**src/rtl/crc16_pkg.sv**
```systemverilog
package crc16_pkg;
  localparam int DATA_W = 8;
  localparam int CRC_W  = 16;

  typedef logic [DATA_W-1:0] data_t;
  typedef logic [CRC_W-1:0]  crc_t;

  // One byte folded into a reflected remainder, one bit at a time, LSB first.
  function automatic crc_t fold_byte(input crc_t rem, input data_t d, input crc_t poly);
    crc_t c;
    logic fb;
    c = rem;
    for (int b = 0; b < DATA_W; b++) begin
      fb = c[0] ^ d[b];
      c  = c >> 1;
      if (fb) c = c ^ poly;
    end
    return c;
  endfunction
endpackage

```
**src/rtl/crc16_xor_step.sv**
```systemverilog
module crc16_xor_step
  import crc16_pkg::*;
#(
  parameter crc_t POLY = 16'hA001
) (
  input  crc_t  crc_i,
  input  data_t data_i,
  output crc_t  crc_o
);
  // Unrolled bit loop collapses into a flat XOR network per output bit.
  always_comb begin
    crc_o = fold_byte(crc_i, data_i, POLY);
  end
endmodule

```
**src/rtl/crc16_lut_step.sv**
```systemverilog
module crc16_lut_step
  import crc16_pkg::*;
#(
  parameter crc_t POLY = 16'hA001
) (
  input  crc_t  crc_i,
  input  data_t data_i,
  output crc_t  crc_o
);
  localparam int TBL_N = 1 << DATA_W;

  crc_t  tbl [TBL_N];
  data_t idx;

  // Each entry: remainder contribution of one index byte with no data.
  for (genvar k = 0; k < TBL_N; k++) begin : g_tbl
    assign tbl[k] = fold_byte(crc_t'(k), data_t'(0), POLY);
  end

  assign idx   = crc_i[DATA_W-1:0] ^ data_i;
  assign crc_o = (crc_i >> DATA_W) ^ tbl[idx];
endmodule

```
**src/rtl/crc16_rx_check.sv**
```systemverilog
module crc16_rx_check
  import crc16_pkg::*;
#(
  parameter bit   USE_LUT = 1'b0,
  parameter crc_t POLY    = 16'hA001,
  parameter crc_t SEED    = 16'hFFFF,
  parameter crc_t XOR_OUT = 16'hFFFF
) (
  input  logic              clk_i,
  input  logic              rst_ni,
  input  logic              frame_start_i,
  input  logic              byte_vld_i,
  input  logic [DATA_W-1:0] byte_data_i,
  input  logic              byte_last_i,
  input  logic [CRC_W-1:0]  rx_crc_i,
  output logic              chk_done_o,
  output logic              crc_err_o
);
  crc_t crc_q, crc_d, base_crc, step_crc;
  crc_t rxc_q, rxc_d;
  logic pend_q, pend_d;
  logic done_q, done_d;
  logic err_q, err_d;
  logic accept_w, acc_last_w;
  logic crc_en, rxc_en, vrd_en;

  // A byte is taken while the frame is open, or together with a new start.
  assign accept_w   = byte_vld_i && (frame_start_i || (!done_q && !pend_q));
  assign acc_last_w = accept_w && byte_last_i;
  assign base_crc   = frame_start_i ? SEED : crc_q;

  if (USE_LUT) begin : g_lut
    crc16_lut_step #(.POLY(POLY)) u_step (
      .crc_i (base_crc),
      .data_i(byte_data_i),
      .crc_o (step_crc)
    );
  end else begin : g_xor
    crc16_xor_step #(.POLY(POLY)) u_step (
      .crc_i (base_crc),
      .data_i(byte_data_i),
      .crc_o (step_crc)
    );
  end

  // Next-state logic
  always_comb begin
    crc_en = frame_start_i || accept_w;
    crc_d  = accept_w ? step_crc : SEED;

    rxc_en = acc_last_w;
    rxc_d  = rx_crc_i;

    pend_d = acc_last_w;

    vrd_en = frame_start_i || pend_q;
    if (frame_start_i) begin
      done_d = 1'b0;
      err_d  = 1'b0;
    end else begin
      done_d = 1'b1;
      err_d  = (crc_q ^ XOR_OUT) != rxc_q;
    end
  end

  // Registers
  always_ff @(posedge clk_i or negedge rst_ni) begin
    if (!rst_ni) begin
      crc_q  <= SEED;
      rxc_q  <= '0;
      pend_q <= 1'b0;
      done_q <= 1'b0;
      err_q  <= 1'b0;
    end else begin
      if (crc_en) crc_q <= crc_d;
      if (rxc_en) rxc_q <= rxc_d;
      pend_q <= pend_d;
      if (vrd_en) begin
        done_q <= done_d;
        err_q  <= err_d;
      end
    end
  end

  assign chk_done_o = done_q;
  assign crc_err_o  = err_q;
endmodule

```
**config.mk**
```make
export PLATFORM = sky130hd
export DESIGN_NAME = crc16_rx_check
export DESIGN_NICKNAME = d
export VERILOG_FILES = /design/src/rtl/crc16_pkg.sv /design/src/rtl/crc16_xor_step.sv /design/src/rtl/crc16_lut_step.sv /design/src/rtl/crc16_rx_check.sv
export SDC_FILE = /design/constraint.sdc
export NUM_CORES = 1
export LEC_CHECK = 0
export BUFFER_PORTS_ARGS = -buffer_cell sky130_fd_sc_hd__buf_2
export CAP_MARGIN = 20
export CORE_UTILIZATION = 62
export CTS_BUF_LIST = sky130_fd_sc_hd__clkbuf_4
export CTS_CLUSTER_SIZE = 14
export DETAILED_ROUTE_END_ITERATION = 10
export PLACE_DENSITY = 0.95
export REMOVE_ABC_BUFFERS = 1
export SLEW_MARGIN = 10
export SYNTH_ARGS = -nofsm -noshare
export SYNTH_HDL_FRONTEND = slang
export SYNTH_SLANG_ARGS = --single-unit
```
**constraint.sdc**
```tcl
create_clock -name clk_i -period 3 [get_ports clk_i]
set_input_delay 0.3 -clock clk_i [delete_from_list [all_inputs] [get_ports clk_i]]
set_output_delay 0.3 -clock clk_i [all_outputs]
set_load 0.02 [all_outputs]
```
# [Yosys cells after proc, flatten, opt, wreduce, memory -nomap -nowiden]
# Index checks and enable logic that the tools add are counted.
[word_totals] register_bits=35 output_inout_bits=2
[op_classes] n_eq_ne=1 muxes=12 bitwise_logic=17 reduce_logical=8
[op_table] cell="$mux W16" count=10
[op_table] cell="$not A2 Y3" count=8
[op_table] cell="$ne A16 B16 Y1" count=1
[op_table] cell="$not A16 Y16" count=1
[op_table] cell="$xor A1 B1 Y1" count=8
[op_table] cell="$logic_and A1 B1 Y1" count=3
[op_table] cell="$logic_or A1 B1 Y1" count=3
[op_table] cell="$logic_not A1 Y1" count=2
[op_table] cell="$mux W1" count=2

# [Logic depth before layout (Yosys ltp)]
[logic_depth] word_depth=18 depth_mapped=8 mapped_depth_nobuf=6

# [By module]
# A second synthesis with hierarchy kept.
[unflattened] hier_cells=141 area_unflattened_um2=1900.6
[by_module_without_submodules] mod="crc16_rx_check" instances=1 cells_per_inst=115 area_each_um2=1649.1 seq_area_each_um2=895.9
[by_module_without_submodules] mod="crc16_xor_step" instances=1 cells_per_inst=26 area_each_um2=251.5 seq_area_each_um2=0.0

# [Worst setup path after synthesis]
# No wires, ideal clock.
[synth_path] path_type="register to register" start="reg crc_q[1]" end="reg crc_q[0]" t_arrival_ns=1.732 slack_ns=1.189 stages_incl_launch_ff=7 path_buffers=0 cell_sequence="dfstp_2 -> xnor2_1 -> nor2_1 -> xnor2_1 -> xnor3_2 -> mux2i_1 -> o211a_1"
[synth_between] elab_chain_cells=18
[synth_lines] element="start: declaration" line_no="crc16_rx_check.sv:19" rtl="crc_t crc_q, crc_d, base_crc, step_crc;"
[synth_lines] element="start signal: assignment" line_no="crc16_rx_check.sv:75" rtl="if (crc_en) crc_q <= crc_d;"
[synth_lines] element="$mux W16 *" line_no="crc16_rx_check.sv:30" rtl="assign base_crc = frame_start_i ? SEED : crc_q;"
[synth_lines] element="$not A2 Y3 (no line)"
[synth_lines] element="$mux W16 *" line_no="crc16_pkg.sv:16" rtl="if (fb) c = c ^ poly;"
[synth_lines] element="$xor A1 B1 Y1 *" line_no="crc16_pkg.sv:14" rtl="fb = c[0] ^ d[b];"
[synth_lines] element="$mux W16 *" line_no="crc16_pkg.sv:16"
[synth_lines] element="$xor A1 B1 Y1 *" line_no="crc16_pkg.sv:14"
[synth_lines] element="$mux W16 *" line_no="crc16_pkg.sv:16"
[synth_lines] element="$xor A1 B1 Y1 *" line_no="crc16_pkg.sv:14"
[synth_lines] element="(+2 left out)"
[synth_lines] element="$mux W16 *" line_no="crc16_pkg.sv:16"
[synth_lines] element="$xor A1 B1 Y1 *" line_no="crc16_pkg.sv:14"
[synth_lines] element="$mux W16 *" line_no="crc16_pkg.sv:16"
[synth_lines] element="$xor A1 B1 Y1 *" line_no="crc16_pkg.sv:14"
[synth_lines] element="$mux W16 *" line_no="crc16_pkg.sv:16"
[synth_lines] element="$xor A1 B1 Y1 *" line_no="crc16_pkg.sv:14"
[synth_lines] element="$mux W16 *" line_no="crc16_pkg.sv:16"
[synth_lines] element="$mux W16 *" line_no="crc16_rx_check.sv:49" rtl="crc_d = accept_w ? step_crc : SEED;"
# Mark *: on every way between the ends. The rest lies on a longest branch, timed or not.
# A chain may end at the register's enable or synchronous reset.

# [Worst setup path after layout]
[layout_path] start="reg crc_q[0]" end="reg crc_q[0]"
[layout_between] elab_chain_cells=18
[layout_lines] element="$mux W16" line_no="crc16_rx_check.sv:30"
[layout_lines] element="$xor A1 B1 Y1" line_no="crc16_pkg.sv:14"
[layout_lines] element="$mux W16" line_no="crc16_pkg.sv:16"
[layout_lines] element="$xor A1 B1 Y1" line_no="crc16_pkg.sv:14"
[layout_lines] element="$mux W16" line_no="crc16_pkg.sv:16"
[layout_lines] element="$xor A1 B1 Y1" line_no="crc16_pkg.sv:14"
[layout_lines] element="$mux W16" line_no="crc16_pkg.sv:16"
[layout_lines] element="$xor A1 B1 Y1" line_no="crc16_pkg.sv:14"
[layout_lines] element="(+2 left out)"
[layout_lines] element="$mux W16" line_no="crc16_pkg.sv:16"
[layout_lines] element="$xor A1 B1 Y1" line_no="crc16_pkg.sv:14"
[layout_lines] element="$mux W16" line_no="crc16_pkg.sv:16"
[layout_lines] element="$xor A1 B1 Y1" line_no="crc16_pkg.sv:14"
[layout_lines] element="$mux W16" line_no="crc16_pkg.sv:16"
[layout_lines] element="$xor A1 B1 Y1" line_no="crc16_pkg.sv:14"
[layout_lines] element="$mux W16" line_no="crc16_pkg.sv:16"
[layout_lines] element="$mux W16" line_no="crc16_rx_check.sv:49"
# No other way between the ends.

==> flow_metrics.py <==
metrics = {
    "run_status": {
        "status": "complete, but fails checks",
        "violations": "design-rule violations, negative hold slack",
    },
    "sta": {
        "holdWs_ps": -2.67,
        "setup_viol": 0,
        "finalHoldViolations": 9,
        "finalCritPeriodShare": 0.683,
        "fin_crit_ps": 2050,
        "final.setup.tns_ps": 0,
        "slew_headroom": 0.497,
        "worstMarginPinSlew_ps": 753,
        "rsz0062_at_grt": "no",
        "max_freq_mhz": 488,
        "fin_skew_ps": 4.73,
        "finalMaxSlewViolations": 0,
    },
    "detailed_routing": {
        "routed_wl_um": 3840,
        "via_per_inst": 5.90,
        "routedWlPerCell_um": 16.1,
        "ant_nets": 0,
        "drt_iter0_drc": 67,
        "first_pass_iters": 7,
        "drc": 2,
        "vias": 1404,
    },
    "clock_network": {
        "htree_num_levels": 2,
        "numCtsBuffers": 5,
        "cts_hold_buf": 0,
        "cts-root-buf": "clkbuf_4",
        "cts_tree": "built",
        "clk_path_buf_depth": 2,
        "postCtsSetupBuffers": 0,
        "insertion_delay_ps": 350,
        "clkTransAtPathRegs_ps": 100,
        "clock-sinks": 35,
        "cts-resized-gates": 0,
    },
    "floorplan": {
        "initial_core_util": 0.673,
        "core_um2": 2830,
        "die_w_um": 57.4,
        "num_rows": 19,
        "die_h_um": 57.4,
        "ios": 31,
        "die-area_um2": 3290,
    },
    "worst_setup_path": {
        "startpoint_type": "register",
        "crit_top_cell": "xnor2_1",
        "max_stage_delay_ps": 620,
        "crit_required_ps": 3290,
        "timing.rr.end": "crc_q[0]",
        "slowest_stage": "dfstp_2",
        "worstPathMaxFanout": 4,
        "critical_path_class": "reg -> reg",
        "crit_chain": "xnor2_1 -> nor2_1 -> xnor2_1 -> xnor3_2 -> mux2i_1 -> o211a_1",
        "endpoint_kind": "register",
        "cp.arrival_ps": 2340,
        "rr_startpoint": "crc_q[0]",
        "r2r_setup_slack_ps": 950,
        "r2r_cells": 6,
    },
    "synthesis": {
        "ys_types": 34,
        "netlist_area_um2": 1900,
        "synth_top_area_frac": 0.250,
        "ys_async_sr_fraction": 1.00,
        "synth-seq-cells": 35,
        "yosysWarnings": 0,
        "synth_area_leaders": "dfrtp_1 (25%), dfstp_2 (22%), xor2_1 (11%)",
        "synthCells": 176,
        "yosysTopAreaCell": "dfrtp_1",
        "synth_edf_count": 0,
        "synthFlopType": "dfrtp_1",
        "avgSynthCellArea_um2": 10.8,
        "ys_seq_area_frac": 0.471,
    },
    "grt": {
        "gr-usage-all-layers": 0.266,
        "grt_pass1_vias": 1480,
        "grt_antenna_before_repair": 0,
        "grt_pass1_wl_um": 6440,
        "grt_max_degree": 36,
        "grt-ovfl-total": 0,
    },
    "place": {
        "gp_congestion": 0.800,
        "dpl_cell_area_um2": 2060,
        "dpl.hpwl_um": 2780,
        "portBuffers": 30,
    },
    "cells_and_area": {
        "synthToLayoutAreaGrowth_pct": 11.4,
        "layout_commonest_cell": "buf_2",
        "diodes": 0,
        "drive_gt1_frac": 0.329,
        "final_cell_mix": "buf_2 (30), xor2_1 (24), dfrtp_1 (19)",
        "stdcell_area_um2": 2120,
        "finalNetCount": 235,
    },
    "power_and_ir_drop": {
        "p_sw_frac": 0.334,
        "p_comb_frac": 0.300,
        "power.density_nw_per_um2": 647,
        "p_leak_uw": 0.000924,
        "switchingPower_uw": 458,
        "power_frac_clock": 0.194,
        "peakVddDrop_mv": 0.421,
        "internal_power_uw": 914,
        "seq_power_share": 0.506,
    },
    "flow_run": {
        "max_cap_violations": 0,
    },
    "worst_hold_path": {
        "hp-class": "in -> async",
    },
}
-- state kept, by name (all words and copies together), names as in the netlist --
name and count:
chk_done_o 1, rxc_q 16, pend_q 1, crc_err_o 1
crc_q 16
-- cells by family after synthesis --
family / synth area share
AO/OA/AOI/OAI: 0.0763
flip-flops: 0.471
multiplexers: 0.105
XOR/XNOR: 0.180
buffers and inverters: 0.0250
AND/OR/NAND/NOR: 0.143
-- cell type report --
type                       instances  area [um^2]
clock buffer                       7         52.6
clock inverter                     1         5.00
fill                             207          708
inverter                           3         11.3
multi-input combinational        130          960
sequential                        35          896
tap                               31         38.8
timing repair buffer              31          158
-- power by group through the flow --
stage          Combinational, uW  Clock, uW  Sequential (uW)
5_1_grt                      457        290              703
6_report                     412        265              694
4_1_cts                      411        273              693
2_1_floorplan                314          0              672
3_5_place_dp                 406          0              703
3_3_place_gp                 385          0              695
-- synthesized netlist by cell type (3+ instances only) --
cell type and n:
a21oi_1 4, a22oi_1 5, clkbuf_1 5, dfrtp_1 19, dfstp_2 16, mux2_1 9, mux2_2 7, nand2_1 12
nand3_1 8, nand4_1 3, nor2_1 15, nor3_1 5, o21ai_0 7, o21ai_1 4, or3_1 4, xnor2_1 8
xor2_1 24
-- how the worst max path moves through the flow --
| stage | from | endpoint | slack [ps] | depth (start not counted) |
|---|---|---|---|---|
| global route | crc_q[4] | crc_q[0] | 850 | 6 |
| detailed placement | frame_start_i | rxc_q[11] | 770 | 6 |
| floorplan | chk_done_o | rxc_q[10] | 960 | 4 |
| global placement | frame_start_i | rxc_q[15] | 900 | 6 |
| CTS | crc_q[4] | crc_q[0] | 960 | 6 |
| finish | crc_q[0] | crc_q[0] | 950 | 6 |
-- through the flow --
stage / worst slack, ps / hold slack [ps] / total power [uW] / util / std cells
2_1_floorplan: 963 / 4.41 / 986 / - / 168
3_3_place_gp: 898 / 397 / 1080 / 0.729 / 230
3_5_place_dp: 765 / 407 / 1110 / 0.729 / 230
4_1_cts: 965 / 17.5 / 1380 / 0.750 / 238
5_1_grt: 852 / 43.1 / 1450 / 0.750 / 238
6_report: 951 / -2.67 / 1370 / 0.750 / 238
-- worst max-delay path, delay by kind of cell, from the launching register on --
kind	cells	cell delay [ps]
xor+xnor	3	930
flops	1	620
compound gates	1	220
mux	1	150
simple gates	1	70
-- layer usage --
metal | global-route usage | vias up | part of all wire | wire length (um)
li1 | - | 666 | - | -
met1 | 0.291 | 690 | 0.41 | 1580
met2 | 0.477 | 39 | 0.51 | 1970
met3 | 0.0862 | 9 | 0.051 | 197
met4 | 0.0976 | 0 | 0.023 | 88
met5 | 0 | - | 0 | 0
(Power assumes the default switching activity.)
